**src/rtl/halt_qual_pkg.sv**
```systemverilog
package halt_qual_pkg;

    // width of a counter that must hold values 0..limit
    function automatic int cnt_bits(input int limit);
        return (limit < 1) ? 1 : $clog2(limit + 1);
    endfunction

endpackage

```
**src/rtl/hq_sync.sv**
```systemverilog
module hq_sync #(
    parameter int DEPTH = 2
) (
    input  logic clk,
    input  logic rst,
    input  logic din,
    output logic dout
);
    typedef struct packed {
        logic [DEPTH-1:0] stage;
    } sync_state_t;

    sync_state_t st_d, st_q;

    always_comb begin
        st_d       = st_q;
        st_d.stage = {st_q.stage[DEPTH-2:0], din};
    end

    always_ff @(posedge clk) begin
        if (rst) st_q <= '0;
        else     st_q <= st_d;
    end

    assign dout = st_q.stage[DEPTH-1];

    genvar gi;
    generate
        for (gi = 1; gi < DEPTH; gi++) begin : g_chk
            // each stage carries the previous stage one edge later
            a_r3_stage_shift: assert property (@(posedge clk) disable iff (rst)
                !$past(rst) |-> st_q.stage[gi] == $past(st_q.stage[gi-1]));
        end
    endgenerate
endmodule

```
**src/rtl/hq_tick.sv**
```systemverilog
module hq_tick #(
    parameter int DIV = 1
) (
    input  logic clk,
    input  logic rst,
    output logic tick
);
    localparam int LAST  = (DIV <= 1) ? 0 : DIV - 1;
    localparam int DIV_W = halt_qual_pkg::cnt_bits(LAST);

    typedef struct packed {
        logic [DIV_W-1:0] phase;
    } tick_state_t;

    tick_state_t st_d, st_q;

    always_comb begin
        st_d = st_q;
        if (st_q.phase == DIV_W'(LAST)) st_d.phase = '0;
        else                            st_d.phase = st_q.phase + DIV_W'(1);
    end

    always_ff @(posedge clk) begin
        if (rst) st_q <= '0;
        else     st_q <= st_d;
    end

    assign tick = (st_q.phase == DIV_W'(LAST));

    generate
        if (DIV > 1) begin : g_spaced
            // enables never occur on two edges in a row when dividing
            a_r8_tick_spacing: assert property (@(posedge clk) disable iff (rst)
                tick |=> !tick);
        end
    endgenerate
endmodule

```
**src/rtl/hq_run.sv**
```systemverilog
module hq_run #(
    parameter int TGT = 5
) (
    input  logic clk,
    input  logic rst,
    input  logic en,
    input  logic din,
    output logic [halt_qual_pkg::cnt_bits(TGT)-1:0] cnt
);
    localparam int CNT_W = halt_qual_pkg::cnt_bits(TGT);
    localparam logic [CNT_W-1:0] TOP = CNT_W'(TGT);

    typedef struct packed {
        logic [CNT_W-1:0] cnt;
    } run_state_t;

    run_state_t st_d, st_q;

    always_comb begin
        st_d = st_q;
        if (en) begin
            if (!din)               st_d.cnt = '0;
            else if (st_q.cnt != TOP) st_d.cnt = st_q.cnt + CNT_W'(1);
        end
    end

    always_ff @(posedge clk) begin
        if (rst) st_q <= '0;
        else     st_q <= st_d;
    end

    assign cnt = st_q.cnt;

    // a low on an enabled sample wipes the count
    a_r6_low_clears: assert property (@(posedge clk) disable iff (rst)
        (en && !din) |=> (cnt == '0));
    // the count never passes the target
    a_r4_saturate: assert property (@(posedge clk) disable iff (rst)
        cnt <= TOP);
    // without an enable the count is frozen
    a_r8_hold_idle: assert property (@(posedge clk) disable iff (rst)
        !en |=> $stable(cnt));
endmodule

```
**src/rtl/halt_hold_qualifier.sv**
```systemverilog
module halt_hold_qualifier #(
    parameter int RUN_TARGET = 5,
    parameter int PRESCALE   = 1,
    parameter int SYNC_DEPTH = 2
) (
    input  logic clk,
    input  logic rst,
    input  logic raw_in,
    output logic halt_req
);
    localparam int CNT_W = halt_qual_pkg::cnt_bits(RUN_TARGET);
    localparam logic [CNT_W-1:0] TOP = CNT_W'(RUN_TARGET);

    logic             synced;
    logic             sample_en;
    logic [CNT_W-1:0] run_cnt;

    typedef struct packed {
        logic req;
    } top_state_t;

    top_state_t st_d, st_q;

    hq_sync #(.DEPTH(SYNC_DEPTH)) u_sync (
        .clk  (clk),
        .rst  (rst),
        .din  (raw_in),
        .dout (synced)
    );

    hq_tick #(.DIV(PRESCALE)) u_tick (
        .clk  (clk),
        .rst  (rst),
        .tick (sample_en)
    );

    hq_run #(.TGT(RUN_TARGET)) u_run (
        .clk (clk),
        .rst (rst),
        .en  (sample_en),
        .din (synced),
        .cnt (run_cnt)
    );

    always_comb begin
        st_d = st_q;
        if (sample_en)
            st_d.req = synced && ((int'(run_cnt) + 1) >= RUN_TARGET);
    end

    always_ff @(posedge clk) begin
        if (rst) st_q <= '0;
        else     st_q <= st_d;
    end

    assign halt_req = st_q.req;

    // the request can only rise once the run count has reached the target
    a_r2_rise_at_full: assert property (@(posedge clk) disable iff (rst)
        $rose(halt_req) |-> (run_cnt == TOP));
    // an enabled low sample drops the request on the next edge
    a_r5_drop_on_low: assert property (@(posedge clk) disable iff (rst)
        (sample_en && !synced) |=> !halt_req);
    // a held request survives an enabled high sample
    a_r4_hold_high: assert property (@(posedge clk) disable iff (rst)
        (halt_req && sample_en && synced) |=> halt_req);
    // the request only moves on enabled edges
    a_r8_req_gated: assert property (@(posedge clk) disable iff (rst)
        !sample_en |=> $stable(halt_req));
endmodule

```
**config.mk**
```make
export PLATFORM = sky130hd
export DESIGN_NAME = halt_hold_qualifier
export DESIGN_NICKNAME = d
export VERILOG_FILES = /design/src/rtl/halt_qual_pkg.sv /design/src/rtl/hq_sync.sv /design/src/rtl/hq_tick.sv /design/src/rtl/hq_run.sv /design/src/rtl/halt_hold_qualifier.sv
export SDC_FILE = /design/constraint.sdc
export NUM_CORES = 1
export LEC_CHECK = 0
export ABC_AREA = 1
export BUFFER_PORTS_ARGS = -buffer_cell sky130_fd_sc_hd__buf_2
export CAP_MARGIN = 10
export CORE_AREA = 2 2 39 41
export CTS_BUF_LIST = sky130_fd_sc_hd__clkbuf_4 sky130_fd_sc_hd__clkbuf_8
export DETAILED_ROUTE_END_ITERATION = 10
export DIE_AREA = 0 0 41 43
export REMOVE_ABC_BUFFERS = 1
export SLEW_MARGIN = 20
export SYNTH_ARGS = -nofsm -noshare
export SYNTH_HDL_FRONTEND = slang
export SYNTH_SLANG_ARGS = --single-unit
```
**constraint.sdc**
```tcl
create_clock -name clk -period 2 [get_ports clk]
set_input_delay 0.4 -clock clk [delete_from_list [all_inputs] [get_ports clk]]
set_output_delay 0.4 -clock clk [all_outputs]
set_load 0.03 [all_outputs]
```
Word level (Yosys, flattened, before mapping):

Index checks and enable logic that the tools add are counted.

* reduce and logical (&&, ||, !) cells: 3
* order comparisons: 1
* bitwise gates (word level): 1
* muxes and demuxes: 2
* equality and inequality tests: 2
* add/subtract/negate cells: 3

Operators with widths (number)
* 2-to-1 mux 3 bit: 2
* adder 3 x 1 -> 4 bit, second input constant: 1
* greater-or-equal comparator 4 x 3 -> 1 bit, second input constant: 1
* adder 3 x 1 -> 3 bit, second input constant: 1
* != test 3 bit, second input constant: 1
* != test 2 x 1 -> 1 bit, second input constant: 1
* AND reduction 2 bit: 1
* OR reduction 2 bit: 1
* adder 1 bit, second input constant: 1
* logical AND 1 bit: 1
* NOT 1 bit: 1

* logic and storage cells: 16
* bits in registers: 7
* input bits: 3
* output and inout port bits: 1

Longest topological paths before layout:

* depth after elaboration: 3
* gate-level depth with buffers: 6

Hierarchy:

Synthesis repeated with hierarchy kept, for this count alone.

* cell total of the unflattened synthesis: 43
* area total of the unflattened synthesis: 314.1 sq um

By module, submodules not included
* hq_run: instances 1, area an instance 191.4 sq um, cells each 29
* hq_sync: instances 1, area an instance 55.1 sq um, cells each 6
* halt_hold_qualifier: instances 1, area an instance 40.0 sq um, cells each 5
* hq_tick: instances 1, area an instance 27.5 sq um, cells each 3

Least setup slack after synthesis:

OpenSTA, ideal clock, no wires.

* kind: register to register
* start: register u_run.st_q, in the netlist u_run.cnt[1]
* end: register u_run.st_q, in the netlist u_run.cnt[2]
* slack: 1.043 ns
* library setup time: 0.115 ns
* data arrival time: 0.842 ns
* cell stages (with the launch flop): 7
* data required time: 1.885 ns
* cell sequence: dfxtp_1 -> inv_1 -> ha_1 -> nand3_2 -> nand2_2 -> nand2_1 -> a21oi_2

* cells in the longest elaborated chain, start to end: 3
* elaborated cells on any way between the ends: 6
* classes of those cells: 1 x add/sub; 2 x eq/ne; 2 x mux; 1 x reduce/logical

Ends and longest elaborated chain
* start: declaration: RTL line hq_run.sv:17 `run_state_t st_d, st_q;`
* start signal: assignment: RTL line hq_run.sv:29 `else st_q <= st_d;`
* adder 3 x 1 -> 3 bit or != test 3 bit (tied branches): RTL line hq_run.sv:23 `else if (st_q.cnt != TOP) st_d.cnt = st_q.cnt + CNT_W'(1);`
* 2-to-1 mux 3 bit or != test 2 x 1 -> 1 bit (tied branches)
* 2-to-1 mux 3 bit or AND reduction 2 bit (tied branches)

Several ways; a longest one is shown, not always the timed one. The select of a mux whose other input is x is not followed.
A chain may end at the register's enable or synchronous reset.

Final worst setup path:

* start: register st_q, in the netlist halt_req
* end: output halt_req

RTL lines
* start: declaration: RTL line halt_hold_qualifier.sv:22 `top_state_t st_d, st_q;`
* start signal: assignment: RTL line halt_hold_qualifier.sv:53 `else st_q <= st_d;`
* end: declaration: RTL line halt_hold_qualifier.sv:9 `output logic halt_req`

No word-level cell between the ends.

==> impl_results.html <==
<table>
<tr><th>Metric</th><th>Value</th></tr>
<tr><th colspan="2">Worst hold path</th></tr>
<tr><td>Hold Path Stages</td><td>3</td></tr>
<tr><td>Worst Hold Class</td><td>in2reg</td></tr>
<tr><td>Hold Path End</td><td>u_sync.st_q[0]</td></tr>
<tr><td>Launch instance of the worst min-delay path</td><td>raw_in</td></tr>
<tr><th colspan="2">Global route</th></tr>
<tr><td>Grt met3 use</td><td>3.141%</td></tr>
<tr><td>Largest net degree at the start of global routing</td><td>7</td></tr>
<tr><td>Leftover overflow at the end of global routing</td><td>0</td></tr>
<tr><td>Met1 GRT Util</td><td>8.170%</td></tr>
<tr><td>Busiest grt layer</td><td>met2</td></tr>
<tr><td>Number of global-route vias before repair</td><td>273</td></tr>
<tr><td>GR Util met2</td><td>12.50%</td></tr>
<tr><td>Number of antenna violations at the first check in global routing</td><td>0</td></tr>
<tr><td>Wire length of the first global-routing pass</td><td>917 um</td></tr>
<tr><td>Overall Global Routing Usage</td><td>8.375%</td></tr>
<tr><th colspan="2">Synth</th></tr>
<tr><td>Area share of the largest cell type after synthesis</td><td>41.48%</td></tr>
<tr><td>Leading area contributor after synthesis</td><td>sky130_fd_sc_hd__dfxtp_1</td></tr>
<tr><td>Library cells used by synthesis</td><td>13</td></tr>
<tr><td>Fraction of synthesized area in multiplexers</td><td>0%</td></tr>
<tr><td>Parity-gate share of the synthesized area counting xor and xnor cells</td><td>0%</td></tr>
<tr><td>Register bit count reported by yosys</td><td>7</td></tr>
<tr><td>Simple-gate area share of the yosys netlist</td><td>26.67%</td></tr>
<tr><td>Main combinational cell family by area after synthesis</td><td>simple AND/OR/NAND/NOR gates</td></tr>
<tr><td>Area share of fa/ha/maj cells after synthesis</td><td>11.11%</td></tr>
<tr><td>Mean post-synth cell area</td><td>7.678 sq um</td></tr>
<tr><td>Sequential share of the synthesized area</td><td>41.48%</td></tr>
<tr><td>Area fraction in compound gates after synthesis</td><td>10.74%</td></tr>
<tr><td>Synthesis warning total</td><td>0</td></tr>
<tr><td>Cell area after technology mapping</td><td>337.8 sq um</td></tr>
<tr><td>Post-synthesis cell count</td><td>44</td></tr>
<tr><td>Leading post-synthesis cells by cell area</td><td>sky130_fd_sc_hd__dfxtp_1 41%, sky130_fd_sc_hd__nand2_1 13%, sky130_fd_sc_hd__ha_1 11%, sky130_fd_sc_hd__inv_1 7.8%, sky130_fd_sc_hd__a21oi_2 7.8%</td></tr>
<tr><th colspan="2">Outcome</th></tr>
<tr><td>Outcome</td><td>finished, final reports clean</td></tr>
<tr><th colspan="2">Layout</th></tr>
<tr><td>Most frequent cells in the layout</td><td>12 x sky130_fd_sc_hd__nand2_1, 7 x sky130_fd_sc_hd__inv_1, 7 x sky130_fd_sc_hd__dfxtp_1</td></tr>
<tr><td>Most common cell after layout, fill and taps aside</td><td>sky130_fd_sc_hd__nand2_1</td></tr>
<tr><td>Final std cell area, no fill</td><td>402.9 sq um</td></tr>
<tr><td>Growth of design area from synthesis to finish</td><td>19.26%</td></tr>
<tr><td>Number of diodes added for antenna fixing</td><td>0</td></tr>
<tr><td>Non-Filler Instances</td><td>67</td></tr>
<tr><td>Number of nets in the layout</td><td>58</td></tr>
<tr><td>Fraction of final layout cells sized beyond drive strength 1</td><td>25.49%</td></tr>
<tr><th colspan="2">Setup path</th></tr>
<tr><td>Critical path endpoint category</td><td>primary output</td></tr>
<tr><td>Stages on worst setup path</td><td>1</td></tr>
<tr><td>Data required time at the worst endpoint</td><td>1.60 ns</td></tr>
<tr><td>Arrival time reported for the critical path endpoint</td><td>0.77 ns</td></tr>
<tr><td>Startpoint of the most critical register-to-register path</td><td>u_run.cnt[0]</td></tr>
<tr><td>Crit Path Category</td><td>reg2out</td></tr>
<tr><td>CP max stage delay</td><td>0.32 ns</td></tr>
<tr><td>Crit path cell chain</td><td>buf_2</td></tr>
<tr><td>Register-to-Register Path Depth</td><td>4</td></tr>
<tr><td>RR Endpoint</td><td>u_run.cnt[1]</td></tr>
<tr><td>Startpoint kind of the worst setup timing path</td><td>flip-flop</td></tr>
<tr><td>Crit path buf inv count</td><td>1</td></tr>
<tr><td>Reg2Reg Setup Slack</td><td>0.94 ns</td></tr>
<tr><td>Highest net fanout along the worst path</td><td>2</td></tr>
<tr><td>Critical path's top delay family</td><td>flip-flops</td></tr>
<tr><td>Highest-delay cell along the critical path</td><td>sky130_fd_sc_hd__dfxtp_1</td></tr>
<tr><th colspan="2">Floorplan</th></tr>
<tr><td>Die extent in y</td><td>43 um</td></tr>
<tr><td>Die span in x</td><td>41 um</td></tr>
<tr><td>Floorplan Core Area</td><td>0.001384 sq mm</td></tr>
<tr><td>Die ar.</td><td>0.001763 sq mm</td></tr>
<tr><td>Row Count</td><td>14</td></tr>
<tr><td>Boundary pin count</td><td>4</td></tr>
<tr><td>Initial Utilization</td><td>24.41%</td></tr>
<tr><th colspan="2">Power</th></tr>
<tr><td>Internal power</td><td>236.8 uW</td></tr>
<tr><td>Clock power frac</td><td>46.6%</td></tr>
<tr><td>Net switching fraction of the power</td><td>19.34%</td></tr>
<tr><td>Net switching power</td><td>56.77 uW</td></tr>
<tr><td>Fraction of power consumed by combinational cells</td><td>3.7%</td></tr>
<tr><td>Maximum resistive drop on vdd</td><td>349.6 uV</td></tr>
<tr><td>Relative contribution of sequential cells to total power</td><td>49.6%</td></tr>
<tr><td>Power density over cell area</td><td>728.8 mW/mm^2</td></tr>
<tr><td>Leak Pwr</td><td>0.0001727 uW</td></tr>
<tr><th colspan="2">Placement</th></tr>
<tr><td>Half-perimeter wire length of the detailed placement result</td><td>445.5 um</td></tr>
<tr><td>Placed Instances</td><td>63</td></tr>
<tr><td>Standard cell area after detailed placement</td><td>372.9 sq um</td></tr>
<tr><td>Port Buffers</td><td>3</td></tr>
<tr><td>GPL Wtd Cong</td><td>0.7623</td></tr>
<tr><td>Worst slack at placement</td><td>0.9505 ns</td></tr>
<tr><th colspan="2">Timing</th></tr>
<tr><td>Worst hold slack</td><td>0.3543 ns</td></tr>
<tr><td>Clk_skew</td><td>0.0005409 ns</td></tr>
<tr><td>Setup Viol. Count Final</td><td>0</td></tr>
<tr><td>Part of the cycle the worst path needs</td><td>58.31%</td></tr>
<tr><td>Shortest clock period the worst path allows after layout</td><td>1.166 ns</td></tr>
<tr><td>Highest clock rate</td><td>857.5 MHz</td></tr>
<tr><td>Final Hold Viols</td><td>0</td></tr>
<tr><td>Worst setup slack after layout</td><td>0.8338 ns</td></tr>
<tr><td>Sum Neg Setup Slack</td><td>0 ns</td></tr>
<tr><td>Setup repair after global routing missed its margin</td><td>no</td></tr>
<tr><td>Count of final max-slew check failures</td><td>0</td></tr>
<tr><th colspan="2">Clock network</th></tr>
<tr><td>Number of gates resized after CTS</td><td>0</td></tr>
<tr><td>CTS Hold Buffers Added</td><td>0</td></tr>
<tr><td>Sink Count</td><td>7</td></tr>
<tr><td>Post-CTS setup buffers</td><td>0</td></tr>
<tr><td>Buffer levels on the longest clock path</td><td>2</td></tr>
<tr><td>Register clock-pin slew on the reported worst setup and hold paths</td><td>0.05 ns</td></tr>
<tr><td>Number of CTS-inserted buffers</td><td>3</td></tr>
<tr><td>TritonCTS clock tree</td><td>done</td></tr>
<tr><td>Clock root buffer</td><td>sky130_fd_sc_hd__clkbuf_4</td></tr>
<tr><td>Clock insertion delay at the later pin of the skew report</td><td>0.24 ns</td></tr>
<tr><td>H-tree levels</td><td>1</td></tr>
<tr><th colspan="2">Routing</th></tr>
<tr><td>Average via count per standard cell</td><td>4.269</td></tr>
<tr><td>Wire length per cell</td><td>8.239 um</td></tr>
<tr><td>Post-route DRC</td><td>0</td></tr>
<tr><td>Total via count after detailed routing</td><td>286</td></tr>
<tr><td>First-pass iteration count of the detailed router</td><td>2</td></tr>
<tr><td>Count of nets left with antenna violations after detail routing</td><td>0</td></tr>
<tr><td>Number of design-rule violations left by the first detailed-router iteration</td><td>7</td></tr>
<tr><td>Total detailed-routing wirelength</td><td>552 um</td></tr>
<tr><th colspan="2">Flow run</th></tr>
<tr><td>Reported max-cap violation count</td><td>0</td></tr>
</table>
-- synthesized netlist by cell type --
library cell / count
sky130_fd_sc_hd__inv_2: 1
sky130_fd_sc_hd__nand2_1: 12
sky130_fd_sc_hd__a21oi_2: 3
sky130_fd_sc_hd__conb_1: 1
sky130_fd_sc_hd__inv_1: 7
sky130_fd_sc_hd__ha_1: 3
sky130_fd_sc_hd__nand3_1: 3
sky130_fd_sc_hd__nor2_1: 2
sky130_fd_sc_hd__nand3_2: 1
sky130_fd_sc_hd__nand4_1: 1
sky130_fd_sc_hd__dfxtp_1: 7
sky130_fd_sc_hd__nand2_2: 1
sky130_fd_sc_hd__a21oi_1: 2
-- routing by layer --
layer	routed length [um]	part of all wire, %
met2	260	47
met4	15	2.7
met3	11	2.0
met1	264	48
met5	0	0
-- kinds of logic after synthesis --
family,Yosys count
AOI/OAI and AO/OA,5
adders and majority gates,3
buffers and inverters,8
DFF,7
other,1
and+or+nand+nor,20
-- registers in the layout, indices dropped and copies added, names as in the netlist --
signal	flops
halt_req	1
u_run.cnt	3
u_sync.st_q	2
u_tick.st_q	1
-- worst max path at each step --
stage,start,endpoint,slack (ns)
floorplan,u_run.cnt[1],u_run.cnt[2],1.04
global placement,u_run.cnt[1],u_run.cnt[2],0.96
detailed placement,u_run.cnt[1],u_run.cnt[1],0.95
CTS,halt_req,halt_req,0.83
global route,halt_req,halt_req,0.80
finish,halt_req,halt_req,0.83
-- area by class of cell --
cell class,instances,area (sq um)
Fill cell,156,980.9
Tap cell,16,20.02
Inverter,8,30.03
Clock buffer,4,30.03
Multi-Input combinational cell,29,167.7
Sequential cell,7,140.1
Timing Repair Buffer,3,15.01
-- power by group through the flow --
stage | clock network, uW | registers, uW | logic, uW
4_1_cts | 143 | 146 | 11.0
6_report | 137 | 146 | 11.0
2_1_floorplan | 0 | 148 | 6.21
3_3_place_gp | 0 | 148 | 11.0
5_1_grt | 153 | 146 | 12.8
3_5_place_dp | 0 | 148 | 10.9
-- per-stage QoR --
step                      total power (uW)  utilization, %
after global placement               159.3           26.94
after global routing                 311.3           29.11
after detailed placement             159.3           26.94
after floorplan                      154.2               -
final                                293.6           29.11
after CTS                            299.1           29.11
No activity file was read; power rests on OpenSTA's default activity.
